--- src/rtl/fwd_pkg.sv ---
// Package: shared types for the operand bypass selector.
// Assumes register numbers are narrow enough to compare in one level.
package fwd_pkg;

    // Operand source codes; the operand muxes decode these exact values.
    typedef enum logic [1:0] {
        SEL_REGFILE = 2'b00,
        SEL_MEMWB   = 2'b01,
        SEL_EXMEM   = 2'b10
    } fwd_sel_t;

    // Stage index used when stage matches are collected in a vector.
    localparam int STG_XM   = 0;
    localparam int STG_MW   = 1;
    localparam int NUM_STG  = 2;

endpackage

--- src/rtl/fwd_stage_match.sv ---
// Module: fwd_stage_match
// Decides whether one later pipeline stage holds the value a source
// register needs. Assumes register 0 is a constant and never written.
module fwd_stage_match #(
    parameter int AW = 5
) (
    input  logic [AW-1:0] src,
    input  logic [AW-1:0] dst,
    input  logic          wen,
    output logic          hit
);

    localparam logic [AW-1:0] ZERO_REG = '0;

    // Match only a real write to a nonzero register equal to the source.
    always_comb begin
        hit = wen && (dst != ZERO_REG) && (dst == src);
    end

endmodule

--- src/rtl/fwd_operand_sel.sv ---
// Module: fwd_operand_sel
// Produces the bypass select for one ALU operand from the match results
// of the later stages. Assumes stage 0 is the younger producer.
module fwd_operand_sel
    import fwd_pkg::*;
#(
    parameter int AW = 5
) (
    input  logic [AW-1:0]         src,
    input  logic [NUM_STG*AW-1:0] stg_dst,
    input  logic [NUM_STG-1:0]    stg_wen,
    output fwd_sel_t              sel
);

    logic [NUM_STG-1:0] stg_hit;

    // One comparator per later stage.
    generate
        for (genvar s = 0; s < NUM_STG; s++) begin : g_stage
            fwd_stage_match #(.AW(AW)) match_i (
                .src (src),
                .dst (stg_dst[s*AW +: AW]),
                .wen (stg_wen[s]),
                .hit (stg_hit[s])
            );
        end
    endgenerate

    // Pick the youngest matching producer, else the register file.
    always_comb begin
        if (stg_hit[STG_XM])
            sel = SEL_EXMEM;
        else if (stg_hit[STG_MW])
            sel = SEL_MEMWB;
        else
            sel = SEL_REGFILE;
    end

    // Guards on the select, checked whenever any input moves.
    always_comb begin
        AST_LEGAL_CODE: assert (sel != 2'b11)
            else $error("illegal select code");
        AST_YOUNGER_WINS: assert (!stg_hit[STG_XM] || sel == SEL_EXMEM)
            else $error("execute/memory match not chosen");
        AST_ZERO_SRC: assert (src != '0 || sel == SEL_REGFILE)
            else $error("register zero bypassed");
        AST_IDLE_REGFILE: assert ((|stg_wen) || sel == SEL_REGFILE)
            else $error("bypass with no write enable");
    end

endmodule

--- src/rtl/fwd_select_unit.sv ---
// Module: fwd_select_unit (top)
// Combinational bypass selection for both execute-stage ALU operands.
// Assumes the operand muxes, register file and stall logic live outside.
module fwd_select_unit
    import fwd_pkg::*;
#(
    parameter int AW     = 5,
    parameter int NUM_OP = 2
) (
    input  logic [AW-1:0] src_a,
    input  logic [AW-1:0] src_b,
    input  logic [AW-1:0] xm_dst,
    input  logic          xm_wen,
    input  logic [AW-1:0] mw_dst,
    input  logic          mw_wen,
    output logic [1:0]    sel_a,
    output logic [1:0]    sel_b
);

    localparam int DW = NUM_STG * AW;

    logic [NUM_OP*AW-1:0] src_vec;
    logic [DW-1:0]        dst_vec;
    logic [NUM_STG-1:0]   wen_vec;
    fwd_sel_t             sel_vec [NUM_OP];

    // Gather the stage fields in stage-index order.
    always_comb begin
        src_vec = {src_b, src_a};
        dst_vec = '0;
        dst_vec[STG_XM*AW +: AW] = xm_dst;
        dst_vec[STG_MW*AW +: AW] = mw_dst;
        wen_vec = '0;
        wen_vec[STG_XM] = xm_wen;
        wen_vec[STG_MW] = mw_wen;
    end

    // One independent selector per operand.
    generate
        for (genvar o = 0; o < NUM_OP; o++) begin : g_op
            fwd_operand_sel #(.AW(AW)) opsel_i (
                .src     (src_vec[o*AW +: AW]),
                .stg_dst (dst_vec),
                .stg_wen (wen_vec),
                .sel     (sel_vec[o])
            );
        end
    endgenerate

    // Drive the plain output ports.
    always_comb begin
        sel_a = sel_vec[0];
        sel_b = sel_vec[1];
    end

    // Operands with equal sources must agree.
    always_comb begin
        AST_SHARED_PRODUCER: assert (src_a != src_b || sel_a == sel_b)
            else $error("equal sources disagree");
    end

endmodule

--- config.mk ---
export PLATFORM = sky130hd
export DESIGN_NAME = fwd_select_unit
export DESIGN_NICKNAME = d
export VERILOG_FILES = /design/src/rtl/fwd_pkg.sv /design/src/rtl/fwd_stage_match.sv /design/src/rtl/fwd_operand_sel.sv /design/src/rtl/fwd_select_unit.sv
export SDC_FILE = /design/constraint.sdc
export NUM_CORES = 1
export LEC_CHECK = 0
export CORE_AREA = 3 3 40 42
export DETAILED_ROUTE_END_ITERATION = 8
export DIE_AREA = 0 0 43 45
export DONT_BUFFER_PORTS = 1
export PLACE_DENSITY_LB_ADDON = 0.25
export SYNTH_ARGS = -nofsm -noshare
export SYNTH_HDL_FRONTEND = slang
export SYNTH_SLANG_ARGS = --single-unit
--- constraint.sdc ---
create_clock -name vclk -period 1.35
set_input_delay 0.0675 -clock vclk [all_inputs]
set_output_delay 0.0675 -clock vclk [all_outputs]
set_load 0.01 [all_outputs]
== Word level (Yosys, flattened, before mapping) ==
Cells that the tools add are included.

* Eq/ne operators: 4
* Muxes and demuxes: 4
* Reduce and logical (&&, ||, !) cells: 8

{| class="wikitable"
|+ Operators with widths
! cell !! number
|-
| $eq 5x5->1 || 4
|-
| $reduce_bool 5->1 || 2
|-
| $logic_and 1x1->1 || 6
|-
| $mux 2 || 2
|-
| $mux 1 || 2
|}

* Bits in registers: 0
* Input port bits: 22
* Word-level logic and storage cells: 16

== Longest topological paths before layout ==
Gate-level depths: netlist of the first run.

* Depth after elaboration: 5
* Mapped depth: 4
* Gate-level depth less buffers: 4

== Cells and area by module ==
Synthesis of the first run repeated with hierarchy kept, for this count alone.

* Cell total of the unflattened synthesis: 44
* Area total of the unflattened synthesis: 347.8 um^2

{| class="wikitable"
|+ Modules (own cells, without submodules)
! module !! instances !! cells each !! area an instance (um^2) !! seq. area each (um^2)
|-
| fwd_stage_match || 4 || 10 || 76.3 || 0.0
|-
| fwd_operand_sel || 2 || 2 || 21.3 || 0.0
|}

== Least setup slack after synthesis of the first run ==
Ideal clock, no wire load.

* Path type: in2out
* Start: input port xm_dst[3]
* End: output port sel_b[0]
* Arrival: 1.173 ns
* Required time: 1.283 ns
* Setup slack: 0.110 ns
* Stages: 4
* Cell sequence: or4_1 > o21ai_2 > nor4_1 > nor4_2

* Cells in the longest elaborated chain, start to end: 4
* Elaborated cells on any way between the ends: 5
* Those cells by class: 1 x eq/ne; 1 x mux; 3 x reduce/logical

{| class="wikitable"
|+ RTL lines
! item !! line !! text
|-
| start, declared || fwd_select_unit.sv:12 || <nowiki>input logic [AW-1:0] xm_dst,</nowiki>
|-
| $reduce_bool 5->1 || fwd_stage_match.sv:17 || <nowiki>hit = wen && (dst != ZERO_REG) && (dst == src);</nowiki>
|-
| $logic_and 1x1->1 || fwd_stage_match.sv:17 ||
|-
| $logic_and 1x1->1 (*) || fwd_stage_match.sv:17 ||
|-
| via g_op[1].opsel_i.g_stage[0].match_i.hit || fwd_stage_match.sv:10 || <nowiki>output logic hit</nowiki>
|-
| $mux 2 (*) || fwd_operand_sel.sv:31 || <nowiki>if (stg_hit[STG_XM])</nowiki>
|-
| end, declared || fwd_select_unit.sv:17 || <nowiki>output logic [1:0] sel_b</nowiki>
|}

The timed path passes the listed nets; every way through them passes the cells marked *.

== Worst setup path after layout of the first run ==
* Start: input port xm_dst[3]
* End: output port sel_a[0]

* Cells in the longest elaborated chain, start to end: 4
* Elaborated cells on any way between the ends: 5
* Those cells by class: 1 x eq/ne; 1 x mux; 3 x reduce/logical

{| class="wikitable"
|+ RTL lines
! item !! line !! text
|-
| $reduce_bool 5->1 || fwd_stage_match.sv:17 ||
|-
| $logic_and 1x1->1 || fwd_stage_match.sv:17 ||
|-
| $logic_and 1x1->1 (*) || fwd_stage_match.sv:17 ||
|-
| $mux 2 (*) || fwd_operand_sel.sv:31 ||
|-
| end, declared || fwd_select_unit.sv:16 || <nowiki>output logic [1:0] sel_a,</nowiki>
|}

Every way passes the cells marked *; elsewhere a longest branch is shown, timed or not.

==> results_dict.tcl, run 1 <==
set metrics [dict create \
    viasPerCell 4.51 \
    wl_um 789 \
    cp-start-kind "input pin" \
    die_area_mm2 0.00194 \
    drc_errors 0 \
    antenna_found_initial 0 \
    arrival_ps 1130 \
    met2WireLength_um 374 \
    syn_inst 36 \
    holdPathEnd "sel_b[0]" \
    period_needed_ps 1200 \
    final-seq-area_um2 0 \
    hold_viol_final 0 \
    start_util_pct 22.2 \
    netlist_area_um2 285 \
    slowest_delay_ps 530 \
    drive_gt1_share_pct 22.5 \
    die_x_um 43 \
    fin_crit_sh_pct 89.0 \
    rsz0062_at_grt "no" \
    row_count 13 \
    antenna_cells 0 \
    tns_ps 0 \
    hold_depth 3 \
    ios 26 \
    ys_warn_count 0 \
    gp_congestion 0.708 \
    worstPathMaxFanout 3 \
    synth.net_count 58 \
    portBuffers 0 \
    hold_path_startpoint "mw_wen" \
    ctsResizeCount 0 \
    power_density_mw_per_mm2 221 \
    timing.final.ws_setup_ps 149 \
    critPathCaptureType "output port" \
    drv_slew 0 \
    synth_area_leader_cell "xnor2_1" \
    status "finished clean" \
    crit_chain "or4_1 > o21ai_2 > nor4_1 > nor4_2 > buf_4" \
    synth.avg_cell_area_um2 7.92 \
    tightest_slew_ps 435 \
    drv_cap 0 \
    worstPathRequired_ps 1280 \
    final_net_count 64 \
    top_layer_used "met3" \
    pre_cts_ws_ps 19.5 \
    grt_pass1_wl_mm 1.26 \
    hold_buffers 0 \
    dr.first_iter.drc_count 0 \
    fmax_ghz 0.832 \
    synthDistinctLibCells 11 \
    seq_cells 0 \
    wl_per_cell_um 14.3 \
    vdd_drop_max_mv 0.0503 \
    seq_area_frac_synth_pct 0 \
    firstDrtPassIters 1 \
    postCtsSetupBuffers 0 \
    nClkBuffers 0 \
    slowest_stage "or4_1" \
    p_leak_nw 0.0988 \
    grt_remaining_overflow 0 \
    slew_headroom_pct 70.7 \
    grt_max_degree 4 \
    holdWs_ps 379 \
    hold_class "input pin to output port" \
    core_mm2 0.00128 \
    first_global_vias 272 \
    wl_met1_um 227 \
    place_hpwl_um 774 \
    crit_type "input pin to output port" \
    area_delta_synth_final_pct 17.1 \
    met3_length_um 186 \
    grt_use_total_pct 8.21 \
    dr_total_vias 248 \
    synth.area.top_cells "xnor2_1 49%, xor2_1 12%, nor4_2 8.8%" \
    synth_top_area_share_pct 49.1 \
    setup_viol 0 \
    die_h_um 45 \
    antenna_left 0 \
]
## power breakdown
group          total, mW  leakage, nW  switching [mW]  internal [mW]
Clock                  0            0               0              0
Sequential             0            0               0              0
Combinational     0.0737       0.0988          0.0254         0.0483
Total             0.0737       0.0988          0.0254         0.0483
## worst max-delay path by stage
stage / from / end / slack (ps) / cells after the start
after floorplan: xm_dst[3] / sel_b[0] / 110 / 4
after global placement: xm_dst[3] / sel_b[0] / 30 / 5
final: xm_dst[3] / sel_a[0] / 150 / 5
after global routing: xm_dst[3] / sel_a[0] / 20 / 5
after detailed placement: xm_dst[3] / sel_b[0] / 20 / 5
after CTS: xm_dst[3] / sel_b[0] / 20 / 5
## kinds of logic (layout without fill, tap and decap cells)
family,count (synthesis),count (layout),share of synthesized area (%)
AOI/OAI and AO/OA,1,1,3.07
xor gates and xnor gates,20,20,61.4
buffers and inverters,2,6,5.26
and+or+nand+nor,13,13,30.3
## synthesized netlist by cell type
cell type and count:
buf_4 2, nand2_1 2, nand3_1 2, nand4_1 2
nor2_1 1, nor4_1 2, nor4_2 2, o21ai_2 1
or4_1 2, xnor2_1 16, xor2_1 4
## worst max-delay path, delay by kind of cell
kind | cells | cell delay [ps]
AO/OA/AOI/OAI | 1 | 140
buffers and inverters | 1 | 160
AND/OR/NAND/NOR | 3 | 760
## cell type report
cell class                 instances  area [µm²]
tap                               15        18.8
timing repair buffer               6        45.0
fill                             148         951
multi-input combinational         34         270
## metal layers
layer	vias to the layer above	global-route usage [%]
met2	15	14.4
met5	-	0
li1	133	-
met3	0	6.77
met1	100	8.10
met4	0	0
## placed cells by master, fill, tap and decap left out
master,instances
buf_4,6
nand3_1,2
xor2_1,4
o21ai_2,1
nor2_1,1
nor4_1,2
or4_1,2
nand4_1,2
nor4_2,2
nand2_1,2
xnor2_1,16
## through the flow
step | total power, mW | instance area (µm²) | cells | utilization [%]
floorplan | 0.0651 | 285 | 36 | -
global placement | 0.0754 | 334 | 55 | 26.0
detailed placement | 0.0742 | 334 | 55 | 26.0
CTS | 0.0745 | 334 | 55 | 26.0
global route | 0.0826 | 334 | 55 | 26.0
finish | 0.0737 | 334 | 55 | 26.0
(Power assumes the default switching activity.)
==> run 2, diff against run 1 <==
Clock period 1.35 ns to 1.4 ns, I/O delays scaled along.
==> results_dict.tcl, run 2 (same netlist as run 1, synthesis figures left out) <==
set metrics [dict create \
    crit_family "simple AND/OR/NAND/NOR gates" \
    period_needed_ps 1290 \
    hold_depth 2 \
    layout_common_cells "16 x xnor2_1, 4 x xor2_1" \
    fin_crit_sh_pct 92.4 \
    worstPathMaxFanout 3 \
    place_hpwl_um 793 \
    worstPathRequired_ps 1330 \
    final_net_count 60 \
    start_util_pct 22.2 \
    hold_buffers 0 \
    first_global_vias 257 \
    status "finished clean" \
    ios 26 \
    cp-start-kind "input pin" \
    final_util_pct 23.7 \
    drv_slew 0 \
    tightest_slew_ps 506 \
    die_area_mm2 0.00194 \
    setup_viol 0 \
    gp_congestion 0.739 \
    drive_gt1_share_pct 13.9 \
    wl_met1_um 287 \
    vdd_drop_max_mv 0.0574 \
    die_h_um 45 \
    top_layer_used "met3" \
    grt_remaining_overflow 0 \
    hold_path_startpoint "mw_wen" \
    slowest_delay_ps 530 \
    met3_length_um 160 \
    holdWs_ps 265 \
    power_density_mw_per_mm2 227 \
    seq_cells 0 \
    grt_max_degree 4 \
    drc_errors 0 \
    ctsResizeCount 0 \
    grt_use_total_pct 8.29 \
    rsz0062_at_grt "no" \
    dr.first_iter.drc_count 0 \
    dr_total_vias 235 \
    wl_per_cell_um 16.0 \
    firstDrtPassIters 1 \
    cp.depth 4 \
    critPathBufInv 0 \
    hold_class "input pin to output port" \
    postCtsSetupBuffers 0 \
    slew_headroom_pct 66.0 \
    drv_cap 0 \
    nClkBuffers 0 \
    antenna_cells 0 \
    final_common_cell "xnor2_1" \
    met2WireLength_um 367 \
    antenna_found_initial 0 \
    p_leak_nw 0.0778 \
    hold_viol_final 0 \
    grt_pass1_wl_mm 1.26 \
    critPathCaptureType "output port" \
    arrival_ps 1220 \
    die_x_um 43 \
    tns_ps 0 \
    slowest_stage "or4_1" \
    crit_type "input pin to output port" \
    fmax_ghz 0.773 \
    portBuffers 0 \
    wl_um 815 \
    crit_start "xm_dst[3]" \
    viasPerCell 4.61 \
    crit_chain "or4_1 > o21ai_2 > nor4_1 > nor4_2" \
    core_mm2 0.00128 \
    final-seq-area_um2 0 \
    row_count 13 \
    antenna_left 0 \
    area_delta_synth_final_pct 6.58 \
]
run 2: changes by cell type in the layout (fill, tap and decap cells not counted), sizes merged:
cell | before | now
buf | 6 | 2
run 2: final timing paths:
path	end	slack, ps
worst max-delay path	sel_b[0]	110
worst min-delay path	sel_a[0]	260
run 2: metrics by stage:
step	setup slack (ps)	total power [mW]	std cells	cell area, µm²
2_1_floorplan	155	0.0627	36	285
3_3_place_gp	99.5	0.0691	51	304
3_5_place_dp	92.8	0.0692	51	304
4_1_cts	92.8	0.0696	51	304
5_1_grt	18.5	0.0783	51	304
6_report	107	0.0689	51	304
run 2: layer usage:
layer,vias to the layer above,global-route usage (%)
met1,92,9.76
met4,0,0
met2,16,13.8
met5,-,0
met3,0,5.18
li1,127,-
run 2: final cells by class:
cell class	count	area, µm²
multi-input cells	34	270
fillers	152	981
repair buffers	2	15.0
well taps	15	18.8
run 2: power by group:
group,total (mW),internal (mW),switching [mW]
logic,0.0689,0.0440,0.0249
clock network,0,0,0
registers,0,0,0
total,0.0689,0.0440,0.0249
